## src/rtl/seg_heap_pkg.sv

```systemverilog
package seg_heap_pkg;
    typedef enum logic {
        OP_MALLOC = 1'b0,
        OP_FREE   = 1'b1
    } heap_op_e;

    localparam int NUM_CLASSES = 3;
endpackage

```

## src/rtl/seg_heap_pool.sv

```systemverilog
module seg_heap_pool #(
    parameter int ADDR_W    = 16,
    parameter int SEG_BYTES = 8,
    parameter int COUNT     = 8,
    parameter int BASE      = 0
) (
    input  logic              clk,
    input  logic              rst_n,
    input  logic              take,
    input  logic              rel,
    input  logic [ADDR_W-1:0] rel_addr,
    output logic              has_free,
    output logic [ADDR_W-1:0] pick_addr,
    output logic              rel_hit
);
    localparam int SHIFT = $clog2(SEG_BYTES);
    localparam int IDX_W = (COUNT > 1) ? $clog2(COUNT) : 1;
    localparam int SPAN  = SEG_BYTES * COUNT;
    localparam logic [ADDR_W-1:0] BASE_A = ADDR_W'(BASE);
    localparam logic [ADDR_W-1:0] MASK_A = ADDR_W'(SEG_BYTES - 1);

    typedef struct packed {
        logic [COUNT-1:0] busy;
    } pool_t;

    pool_t s_d, s_q;
    logic [IDX_W-1:0]  pick_idx;
    logic [IDX_W-1:0]  rel_idx;
    logic [ADDR_W-1:0] offset;
    logic              in_range;

    always_comb begin
        // lowest free index wins
        pick_idx = '0;
        has_free = 1'b0;
        for (int i = COUNT - 1; i >= 0; i--) begin
            if (!s_q.busy[i]) begin
                pick_idx = IDX_W'(i);
                has_free = 1'b1;
            end
        end
        pick_addr = BASE_A + (ADDR_W'(pick_idx) << SHIFT);

        offset   = rel_addr - BASE_A;
        in_range = (rel_addr >= BASE_A) && ({16'd0, offset} < 32'(SPAN));
        rel_idx  = IDX_W'(offset >> SHIFT);
        rel_hit  = in_range && ((offset & MASK_A) == '0) && s_q.busy[rel_idx];

        s_d = s_q;
        if (take) s_d.busy[pick_idx] = 1'b1;
        if (rel && rel_hit) s_d.busy[rel_idx] = 1'b0;
    end

    always_ff @(posedge clk) begin
        if (!rst_n) s_q <= '0;
        else        s_q <= s_d;
    end

    assert_take_free_R2: assert property (@(posedge clk) disable iff (!rst_n)
        take |-> has_free);

    assert_take_count_R2: assert property (@(posedge clk) disable iff (!rst_n)
        take |=> $countones(s_q.busy) == $past($countones(s_q.busy)) + 1);

    assert_rel_count_R9: assert property (@(posedge clk) disable iff (!rst_n)
        (rel && rel_hit) |=> $countones(s_q.busy) + 1 == $past($countones(s_q.busy)));

endmodule

```

## src/rtl/seg_heap_alloc.sv

```systemverilog
module seg_heap_alloc
    import seg_heap_pkg::*;
#(
    parameter int ADDR_W      = 16,
    parameter int SMALL_BYTES = 8,
    parameter int MID_BYTES   = 32,
    parameter int BIG_BYTES   = 1024,
    parameter int SMALL_SEGS  = 8,
    parameter int MID_SEGS    = 8,
    parameter int BIG_SEGS    = 4,
    parameter int HEAP_TOP    = 32768,
    parameter int HEAP_FLOOR  = 4096
) (
    input  logic              clk,
    input  logic              rst_n,
    input  logic              req_valid,
    input  logic              req_op,
    input  logic [ADDR_W-1:0] req_size,
    input  logic [ADDR_W-1:0] req_addr,
    output logic              rsp_valid,
    output logic [ADDR_W-1:0] rsp_addr,
    output logic              rsp_err
);
    function automatic int cls_bytes(input int c);
        case (c)
            0:       return SMALL_BYTES;
            1:       return MID_BYTES;
            default: return BIG_BYTES;
        endcase
    endfunction

    function automatic int cls_count(input int c);
        case (c)
            0:       return SMALL_SEGS;
            1:       return MID_SEGS;
            default: return BIG_SEGS;
        endcase
    endfunction

    // pools stacked downward from the top: big, then mid, then small
    function automatic int cls_base(input int c);
        int b;
        b = HEAP_TOP;
        for (int k = NUM_CLASSES - 1; k >= c; k--) b = b - cls_bytes(k) * cls_count(k);
        return b;
    endfunction

    localparam logic [ADDR_W-1:0] HP_RESET = ADDR_W'(cls_base(0));
    localparam logic [ADDR_W-1:0] FLOOR_A  = ADDR_W'(HEAP_FLOOR);
    localparam logic [ADDR_W-1:0] BIG_A    = ADDR_W'(BIG_BYTES);

    typedef struct packed {
        logic              rsp_valid;
        logic [ADDR_W-1:0] rsp_addr;
        logic              rsp_err;
        logic              big_busy;
        logic [ADDR_W-1:0] big_addr;
        logic [ADDR_W-1:0] hp;
        logic [ADDR_W-1:0] hp_saved;
    } alloc_t;

    alloc_t s_d, s_q;

    logic [NUM_CLASSES-1:0] take, rel, has_free, rel_hit, fits;
    logic [ADDR_W-1:0]      pick_addr [NUM_CLASSES];

    for (genvar c = 0; c < NUM_CLASSES; c++) begin : g_cls
        seg_heap_pool #(
            .ADDR_W    (ADDR_W),
            .SEG_BYTES (cls_bytes(c)),
            .COUNT     (cls_count(c)),
            .BASE      (cls_base(c))
        ) u_pool (
            .clk       (clk),
            .rst_n     (rst_n),
            .take      (take[c]),
            .rel       (rel[c]),
            .rel_addr  (req_addr),
            .has_free  (has_free[c]),
            .pick_addr (pick_addr[c]),
            .rel_hit   (rel_hit[c])
        );
        assign fits[c] = (req_size <= ADDR_W'(cls_bytes(c)));
    end

    logic              is_malloc, is_free, found;
    logic [1:0]        sel;
    logic [ADDR_W-1:0] room, big_result;

    always_comb begin
        is_malloc  = req_valid && (req_op == OP_MALLOC);
        is_free    = req_valid && (req_op == OP_FREE);
        room       = s_q.hp - FLOOR_A;
        big_result = s_q.hp - req_size;

        // best fit: smallest class with room wins
        found = 1'b0;
        sel   = '0;
        for (int c = NUM_CLASSES - 1; c >= 0; c--) begin
            if (fits[c] && has_free[c]) begin
                found = 1'b1;
                sel   = 2'(c);
            end
        end

        s_d           = s_q;
        s_d.rsp_valid = req_valid;
        s_d.rsp_addr  = '0;
        s_d.rsp_err   = 1'b0;
        take          = '0;
        rel           = '0;

        if (is_malloc) begin
            if (req_size > BIG_A) begin
                if (!s_q.big_busy && (req_size <= room)) begin
                    s_d.big_busy = 1'b1;
                    s_d.hp_saved = s_q.hp;
                    s_d.hp       = big_result;
                    s_d.big_addr = big_result;
                    s_d.rsp_addr = big_result;
                end
            end else if (found) begin
                take[sel]    = 1'b1;
                s_d.rsp_addr = pick_addr[sel];
            end
        end else if (is_free) begin
            if (|rel_hit) begin
                rel = rel_hit;
            end else if (s_q.big_busy && (req_addr == s_q.big_addr)) begin
                s_d.big_busy = 1'b0;
                s_d.hp       = s_q.hp_saved;
            end else begin
                s_d.rsp_err = 1'b1;
            end
        end
    end

    always_ff @(posedge clk) begin
        if (!rst_n) begin
            s_q          <= '0;
            s_q.hp       <= HP_RESET;
            s_q.hp_saved <= HP_RESET;
        end else begin
            s_q <= s_d;
        end
    end

    assign rsp_valid = s_q.rsp_valid;
    assign rsp_addr  = s_q.rsp_addr;
    assign rsp_err   = s_q.rsp_err;

    assert_rsp_follows_R12: assert property (@(posedge clk) disable iff (!rst_n)
        req_valid |=> rsp_valid);

    assert_no_extra_rsp_R12: assert property (@(posedge clk) disable iff (!rst_n)
        !req_valid |=> !rsp_valid);

    assert_free_null_R12: assert property (@(posedge clk) disable iff (!rst_n)
        (req_valid && req_op == OP_FREE) |=> rsp_addr == '0);

    assert_malloc_noerr_R12: assert property (@(posedge clk) disable iff (!rst_n)
        (req_valid && req_op == OP_MALLOC) |=> !rsp_err);

    assert_single_big_R7: assert property (@(posedge clk) disable iff (!rst_n)
        (req_valid && req_op == OP_MALLOC && req_size > BIG_A && s_q.big_busy)
        |=> rsp_addr == '0);

    assert_hp_floor_R8: assert property (@(posedge clk) disable iff (!rst_n)
        s_q.hp >= FLOOR_A);

    assert_hp_restore_R10: assert property (@(posedge clk) disable iff (!rst_n)
        $fell(s_q.big_busy) |-> s_q.hp == HP_RESET);

endmodule

```

## config.mk

```make
export PLATFORM = sky130hd
export DESIGN_NAME = seg_heap_alloc
export DESIGN_NICKNAME = d
export VERILOG_FILES = /design/src/rtl/seg_heap_pkg.sv /design/src/rtl/seg_heap_pool.sv /design/src/rtl/seg_heap_alloc.sv
export SDC_FILE = /design/constraint.sdc
export NUM_CORES = 1
export LEC_CHECK = 0
export CAP_MARGIN = 30
export CORE_ASPECT_RATIO = 0.8
export CORE_MARGIN = 10
export CORE_UTILIZATION = 47
export CTS_CLUSTER_SIZE = 24
export DETAILED_ROUTE_END_ITERATION = 10
export PLACE_DENSITY = 0.75
export SYNTH_ARGS = -nofsm -noshare
export SYNTH_HDL_FRONTEND = slang
export SYNTH_SLANG_ARGS = --single-unit
```

## constraint.sdc

```tcl
create_clock -name clk -period 5.45 [get_ports clk]
set_clock_uncertainty 0.2 [all_clocks]
set_input_delay 0.8175 -clock clk [delete_from_list [all_inputs] [get_ports clk]]
set_output_delay 0.8175 -clock clk [all_outputs]
set_load 0.05 [all_outputs]
```

### Word level (Yosys, flattened, before mapping)

Index checks and enable logic that the tools add are counted.
W data, S select, Z words.

| word-level totals | value |
|---|---|
| logic and storage cells | 193 |
| bits of input ports | 36 |
| register bits after elaboration | 87 |
| output and inout port bits | 18 |

| cells by class | value |
|---|---|
| bitwise operators | 13 |
| magnitude comparators | 26 |
| $add $sub $neg | 8 |
| eq/ne operators | 4 |
| reduce and logical (&&, ||, !) cells | 37 |
| mux-type cells | 95 |

Operators by type and width:

| kind | number |
|---|---|
| $mux W16 | 9 |
| $mux W49 | 2 |
| $mux W3 | 22 |
| $ge A16 B15 Y1 const B | 3 |
| $logic_not A16 Y1 | 3 |
| $sub A16 B15 Y16 const B | 3 |
| $mux W1 | 38 |
| $bmux W16 S2 | 1 |
| $mux W8 | 4 |
| $logic_and A1 B1 Y1 | 26 |
| $add A15 B12 Y16 const A | 1 |
| $add A15 B6 Y16 const A | 1 |
| $add A15 B8 Y16 const A | 1 |
| $and A8 B8 Y8 | 2 |
| $eq A16 B16 Y1 | 1 |
| $gt A16 B11 Y1 const B | 1 |
| $le A16 B11 Y1 const B | 1 |
| $le A16 B16 Y1 | 1 |
| $le A16 B4 Y1 const B | 1 |
| $le A16 B6 Y1 const B | 1 |
| $lt A16 B13 Y1 const B | 1 |
| $lt A16 B7 Y1 const B | 1 |
| $lt A16 B9 Y1 const B | 1 |
| $lt A3 B4 Y1 const B | 4 |
| other kinds (28) | 54 |

### Longest topological paths before layout

Gate-level depths: netlist of run 1.

| logic depth | value |
|---|---|
| depth after elaboration | 21 |
| gate-level depth with buffers | 13 |
| gate-level depth less buffers | 12 |

### Cells and area by module

A second synthesis of run 1 with hierarchy kept.

| unflattened totals | value |
|---|---|
| cell total of the unflattened synthesis | 773 |
| area, all modules | 6153.4 µm² |

By module, submodules not included:

| module | times used | area each (µm²) | cells an instance | seq. area each (µm²) |
|---|---|---|---|---|
| seg_heap_alloc | 1 | 4394.2 | 547 | 1341.3 |
| seg_heap_pool at g_cls[0].u_pool | 1 | 728.2 | 97 | 160.2 |
| seg_heap_pool at g_cls[1].u_pool | 1 | 634.4 | 80 | 160.2 |
| seg_heap_pool at g_cls[2].u_pool | 1 | 396.6 | 49 | 80.1 |

### Least setup slack after synthesis of run 1

Ideal clock, no wire load.

| timing path | value |
|---|---|
| kind | input port to flip-flop |
| start | in req_size[10] |
| end | reg s_q[23] in the netlist's numbering |
| setup time | 0.121 ns |
| arrival | 2.945 ns |
| cell stages on the path | 11 |
| required time | 5.129 ns |
| buffers on the path | 2 |
| slack | 2.183 ns |
| cell sequence | inv_1 ha_1 clkbuf_1 nand3_1 nor4_1 nand2_1 a2111oi_2 nor2_1 buf_2 a221oi_1 nand2_1 |

| on the way | value |
|---|---|
| word-level cells in the longest chain between the ends | 4 |
| elaborated cells between the ends (all ways) | 6 |
| classes of those cells | 2 x order compare; 2 x eq/ne; 2 x reduce/logical |

Ends and longest elaborated chain:

| what | line | source |
|---|---|---|
| start: declaration | seg_heap_alloc.sv:18 | `input logic [ADDR_W-1:0] req_size,` |
| $le A16 B16 Y1 | seg_heap_alloc.sv:115 | `if (!s_q.big_busy && (req_size <= room)) begin` |
| $logic_and A1 B1 Y1 | seg_heap_alloc.sv:115 |  |
| $ne A2 B1 Y1 (no line) | n/a |  |
| $reduce_and A5 Y1 (no line) * | n/a |  |
| end: declaration | seg_heap_alloc.sv:62 | `alloc_t s_d, s_q;` |

Every way passes the cells marked *; elsewhere a longest branch is shown, timed or not.
A chain may end at the register's enable or synchronous reset.

### Final worst setup path of run 1

| timing path | value |
|---|---|
| start | in req_size[10] |
| end | reg s_q[18] in the netlist's numbering |

The elaborated chain is that of the path after synthesis.

==> flow_summary.json, run 1 <==
{
  "outcome": "completed",
  "routed.top_layer": "met4",
  "synthesis.instances": 651,
  "holdPathEnd": "s_q[4]",
  "drv_slew": 0,
  "root_buffer": "clkbuf_16",
  "gp_congestion": 0.9772,
  "yosysWarnings": 0,
  "globalRouteOverflowTotal": 0,
  "port_buffers": 53,
  "fp.coreArea_um2": 10890,
  "synth.most_common_cell": "nand2_1",
  "synth_cell_types": 72,
  "vias": 4826,
  "clkLatencyLatePin_ns": 0.34,
  "start_util_pct": 47.98,
  "cts-htree-levels": 3,
  "r2r_start": "s_q[28]",
  "grt_usage_pct": 19.21,
  "cpMaxStageDelayCell": "a2111o_1",
  "grt_pass1_vias": 4649,
  "antenna_found_initial": 0,
  "path_max_fanout": 29,
  "clock_path_buffers": 2,
  "grt_max_degree": 47,
  "antenna_left": 0,
  "nets": 741,
  "post-route-period-util_pct": 78.90,
  "routedWlPerCell_um": 18.46,
  "finish.utilization_pct": 55.50,
  "worstHoldStart": "s_q[4]",
  "wl_met2_um": 6718,
  "drv_cap": 0,
  "rsz0062_at_grt": "false",
  "routed_via_density": 5.885,
  "critPathArrivalTime_ns": 4.30,
  "reg2reg_depth": 11,
  "setup_viol": 0,
  "reg2reg_to": "s_q[18]",
  "die_area_um2": 15760,
  "synth_top_area_share_pct": 33.33,
  "ios": 54,
  "drt_iter0_markers": 494,
  "slew_headroom_pct": 33.92,
  "diodes": 0,
  "holdPathStages": 2,
  "synth_edf_count": 0,
  "cpMostUsedCell": "nor2_1",
  "yosys_register_bits": 87,
  "powerDensity_nw_per_um2": 284.8,
  "die_y_um": 114.3,
  "cts_tree": "built",
  "worst_pin_slew_ns": 0.9875,
  "worstSetupPathType": "primary input to flop",
  "ys_async_sr_fraction_pct": 0,
  "hpwlAfterDp_um": 11330,
  "finalSetupTns_ns": 0,
  "synth_area_leaders": "dfxtp_1 33%, ha_1 7.7%, nand2_1 6.7%",
  "rrSetupSlack_ns": 1.73,
  "cts.clk_slew.worst_paths_ns": 0.06,
  "yosysTopAreaCell": "dfxtp_1",
  "die_x_um": 137.9,
  "cts_setup_buffers": 0,
  "required_ns": 5.45,
  "layout_min_cycle_time_ns": 4.300,
  "ctsHoldBuffers": 0,
  "crit_chain": "clkdlybuf4s50_1, inv_1, ha_1, nand3_1, nor4_1, a21oi_1, o32ai_1, a2111o_1, nor2_1, a221oi_1, nor2_1",
  "syn_avg_cell_area_um2": 8.026,
  "wl_met3_um": 1189,
  "min_path_type": "flop to flop",
  "num_rows": 34,
  "max_freq_ghz": 0.2326,
  "drive_above_1_share_pct": 5.621,
  "ys.flop_type": "dfxtp_1",
  "clock-sinks": 87,
  "ctsResizeCount": 0,
  "wl_um": 15140,
  "synth_common_cells": "93 x nand2_1, 87 x dfxtp_1, 56 x a21oi_1, 53 x nor2_1, 39 x inv_1",
  "cp-start-kind": "primary input",
  "grt_first_pass_wirelength_um": 24360,
  "power_leakage_nw": 2.314,
  "ir_worst_vdd_mv": 0.1940,
  "ys_seq_area_share_pct": 33.33,
  "cts_buffers": 9,
  "area_growth_pct": 15.68,
  "final_hold_viol_count": 0,
  "cp-end-kind": "flop",
  "cpPeakStageDelay_ns": 0.89,
  "dr.pass1.iters": 6,
  "drt-met1-wl_um": 7001,
  "drc": 0,
  "syn-num-nets": 720,
  "netlist_area_um2": 5225
}
-- kinds of logic after synthesis --
family	count (synthesis)	share of synthesized area, %
simple gates	241	22.37
flops	87	33.33
xor+xnor	29	4.861
mux	9	2.227
fa+ha+maj	33	8.046
compound gates	164	21.46
buf+inv	88	7.711
-- sequential cells by signal (all words and copies together), names as in the netlist --
name and count:
g_cls.u_pool.s_q 20, rsp_addr 16, rsp_err 1, rsp_valid 1
s_q 49
-- power breakdown --
part / leakage, nW / switching, mW / internal (mW) / total, mW
logic: 1.46 / 0.229 / 0.148 / 0.377
registers: 0.706 / 0.0238 / 0.665 / 0.689
clock network: 0.153 / 0.254 / 0.401 / 0.655
total: 2.31 / 0.507 / 1.21 / 1.72
-- metal layers --
layer | GRT usage [%] | vias to the layer above
met2 | 29.47 | 206
met4 | 4.719 | 0
li1 | - | 2325
met5 | 0 | -
met1 | 26.31 | 2274
met3 | 4.825 | 21
-- cell usage in the layout, fill, tap and decap left out, types with 4 or more instances in the layout --
master / instances
xor2_1: 5
inv_1: 39
a221oi_1: 10
nor4_1: 9
a211oi_1: 7
o21a_1: 7
clkdlybuf4s50_1: 53
a21oi_1: 56
or3_1: 4
a22oi_1: 4
nor3_1: 16
a31oi_1: 10
clkbuf_16: 9
nor2b_1: 7
mux2i_1: 6
nand2b_1: 13
nand2_1: 93
nand4_1: 13
o211ai_1: 6
nand3_1: 5
a21boi_0: 5
ha_1: 32
nor2_1: 53
dfxtp_1: 87
xnor2_1: 24
o221a_2: 4
a21o_1: 4
o21ai_0: 18
buf_4: 5
and2_1: 6
and3_1: 4
-- layout make-up --
type / count / area, um^2
well taps: 144 / 180.2
clock buffers: 10 / 229.0
multi-input cells: 476 / 3093
fillers: 1037 / 4846
inverters: 40 / 150.1
repair buffers: 58 / 568.0
flip-flops and latches: 87 / 1742
clock inverters: 5 / 82.58
-- per-stage QoR --
step / hold WS [ns] / area (um^2) / power (mW) / worst slack [ns] / instances
2_1_floorplan: 0.2355 / 5225 / 0.9490 / 2.183 / 651
3_3_place_gp: 0.2428 / 5733 / 1.067 / 1.069 / 805
3_5_place_dp: 0.2534 / 5733 / 1.072 / 0.9036 / 805
4_1_cts: 0.2633 / 6045 / 1.718 / 1.232 / 820
5_1_grt: 0.2855 / 6045 / 1.782 / 0.7649 / 820
6_report: 0.2657 / 6045 / 1.721 / 1.150 / 820
-- worst max path at each step --
stage / startpoint / to / slack (ns) / cells past startpoint
floorplan: req_size[10] / s_q[23] / 2.18 / 11
global placement: req_size[10] / s_q[5] / 1.07 / 11
detailed placement: req_size[10] / s_q[8] / 0.90 / 11
CTS: req_size[10] / s_q[5] / 1.23 / 11
global route: req_size[10] / s_q[18] / 0.76 / 11
finish: req_size[10] / s_q[18] / 1.15 / 11
-- critical path: cells and delay by family --
kind,cells,cell delay [ns]
AO/OA/AOI/OAI,4,1.56
AND/OR/NAND/NOR,4,0.77
buffers and inverters,2,0.68
adder cells (fa/ha/maj),1,0.45
Note: power is estimated with default switching activity, not from simulation.
==> inputs of run 2 (changes only) <==
PLACE_DENSITY = 0.78   (was 0.75)
clock period = 3.55 ns   (was 5.45 ns; I/O delays follow)
==> run 2 against run 1 <==
  * Largest power group unchanged
  * Die area is the same
  * Final area up 6.3%
  * Register-to-register slack got worse by 1.5 ns
  * Cell count increased by 6.0%
  * Highest routed layer unchanged
==> flow_summary.json, run 2 (synthesized netlist as in run 1, its figures left out) <==
{
  "min_path_type": "flop to flop",
  "hpwlAfterDp_um": 11940,
  "ctsHoldBuffers": 0,
  "drt_iter0_markers": 475,
  "drc": 0,
  "internal_power_mw": 1.841,
  "globalRouteOverflowTotal": 0,
  "outcome": "completed",
  "cp-start-kind": "primary input",
  "antenna_left": 0,
  "worst_pin_slew_ns": 0.7117,
  "cts-htree-levels": 3,
  "clock-sinks": 87,
  "gp_congestion": 0.9562,
  "drv_slew": 0,
  "cts_buffers": 9,
  "largest_reg_flops": 49,
  "drv_cap": 0,
  "setup_viol": 0,
  "grt_first_pass_wirelength_um": 24450,
  "fill_cells": 987,
  "clkPwrFrac_pct": 35.6,
  "slew_headroom_pct": 52.41,
  "worst_hold_slack_ns": 0.2587,
  "power_frac_comb_pct": 24.3,
  "vias": 5088,
  "power_leakage_nw": 2.556,
  "start_util_pct": 47.98,
  "die_area_um2": 15760,
  "fp.coreArea_um2": 10890,
  "regMostFlops": "s_q",
  "routed_via_density": 5.855,
  "routedWlPerCell_um": 17.70,
  "required_ns": 3.58,
  "num_rows": 34,
  "switching_share_pct": 30.12,
  "root_buffer": "clkbuf_16",
  "port_buffers": 53,
  "powerDensity_nw_per_um2": 410.0,
  "cts_tree": "built",
  "clkLatencyLatePin_ns": 0.35,
  "worstSetupPathType": "primary input to flop",
  "clock_path_buffers": 2,
  "post-route-period-util_pct": 94.24,
  "cts.clk_slew.worst_paths_ns": 0.06,
  "grt_max_degree": 26,
  "die_y_um": 114.3,
  "place_ws_ns": -0.1003,
  "ir_worst_vdd_mv": 0.2777,
  "grt_usage_pct": 19.15,
  "die_x_um": 137.9,
  "layout_min_cycle_time_ns": 3.346,
  "path_max_fanout": 17,
  "rsz0062_at_grt": "false",
  "layout_common_cells": "93 x nand2_1, 87 x dfxtp_1, 56 x a21oi_1",
  "area_growth_pct": 23.01,
  "pwr-share-seq_pct": 40.1,
  "cp-end-kind": "flop",
  "diodes": 0,
  "critPathArrivalTime_ns": 3.37,
  "p_switching_uw": 793.7,
  "grt_pass1_vias": 4818,
  "nets": 789,
  "drive_above_1_share_pct": 12.00,
  "antenna_found_initial": 0,
  "dr.pass1.iters": 5,
  "max_freq_ghz": 0.2989,
  "final_common_cell": "nand2_1",
  "final_hold_viol_count": 0,
  "p_total_mw": 2.635,
  "setup_ws_ns": 0.2044,
  "wl_um": 15390,
  "ios": 54
}
[run 2: cell types whose count changed in the layout (fill, tap and decap cells not counted)]
cell,previous run,this run
buf_4,5,50
bufinv_16,2,1
clkbuf_1,1,2
nor4_2,0,1
buf_12,0,3
clkinv_2,1,2
nor4_1,9,8
[run 2: power groups by stage]
stage / sequential (mW) / clock (mW) / combinational (mW)
after global placement: 1.08 / 0 / 0.608
final: 1.06 / 0.937 / 0.640
after floorplan: 1.07 / 0 / 0.387
after global routing: 1.06 / 0.981 / 0.689
after CTS: 1.06 / 0.944 / 0.626
after detailed placement: 1.08 / 0 / 0.621
[run 2: path summary, 6_finish.rpt]
kind | start | end | slack [ns] | depth (start not counted)
setup / recovery | req_size[3] | s_q[21] | 0.20 | 12
hold / removal | s_q[0] | s_q[0] | 0.26 | 2
setup reg to reg | s_q[28] | s_q[21] | 0.26 | 11
hold reg to reg | s_q[0] | s_q[0] | 0.26 | 2
[run 2: through the flow]
stage	util [%]	cells	instance area (um^2)	setup TNS [ns]
floorplan	-	651	5225	0
global placement	56.30	853	6131	-0.06789
detailed placement	56.30	853	6131	-0.3528
CTS	58.96	869	6421	0
global route	59.02	869	6427	0
finish	59.02	869	6427	0
[run 2: repair_timing]
action                                  4_1_cts  5_1_grt
endpoints found under the setup margin        0        1
setup buffers                                 0        0
hold endpoints to repair                      0        0
gates resized for setup                       0        1
[run 2: area by class of cell]
cell class                 instances  area, um^2  area share (%)
multi-input combinational        476        3099           48.22
inverter                          40       150.1           2.336
timing repair buffer             106       965.9           15.03
tap                              144       180.2           2.803
clock inverter                     5       57.56          0.8955
clock buffer                      11       232.7           3.621
sequential                        87        1742           27.10
[run 2: layer usage]
metal	wire (um)	GRT usage (%)
met4	262	5.552
met2	6966	29.57
met3	1166	4.035
met1	6990	26.22
met5	0	0
[run 2: worst max-delay path, stage by stage]
cell and delay [ns]:
clkdlybuf4s50_1 0.56, inv_1 0.07, ha_1 0.38, nand4_1 0.16, o221a_2 0.28, o32ai_1 0.33
a2111oi_4 0.17, buf_4 0.22, buf_12 0.15, and2_1 0.16, a221oi_1 0.29, nor2_1 0.06
==> inputs of run 3 (changes only) <==
SLEW_MARGIN = 25   (was default)
==> results of run 3 <==
No change in the layout: final DEF, timing and power equal those of run 2.
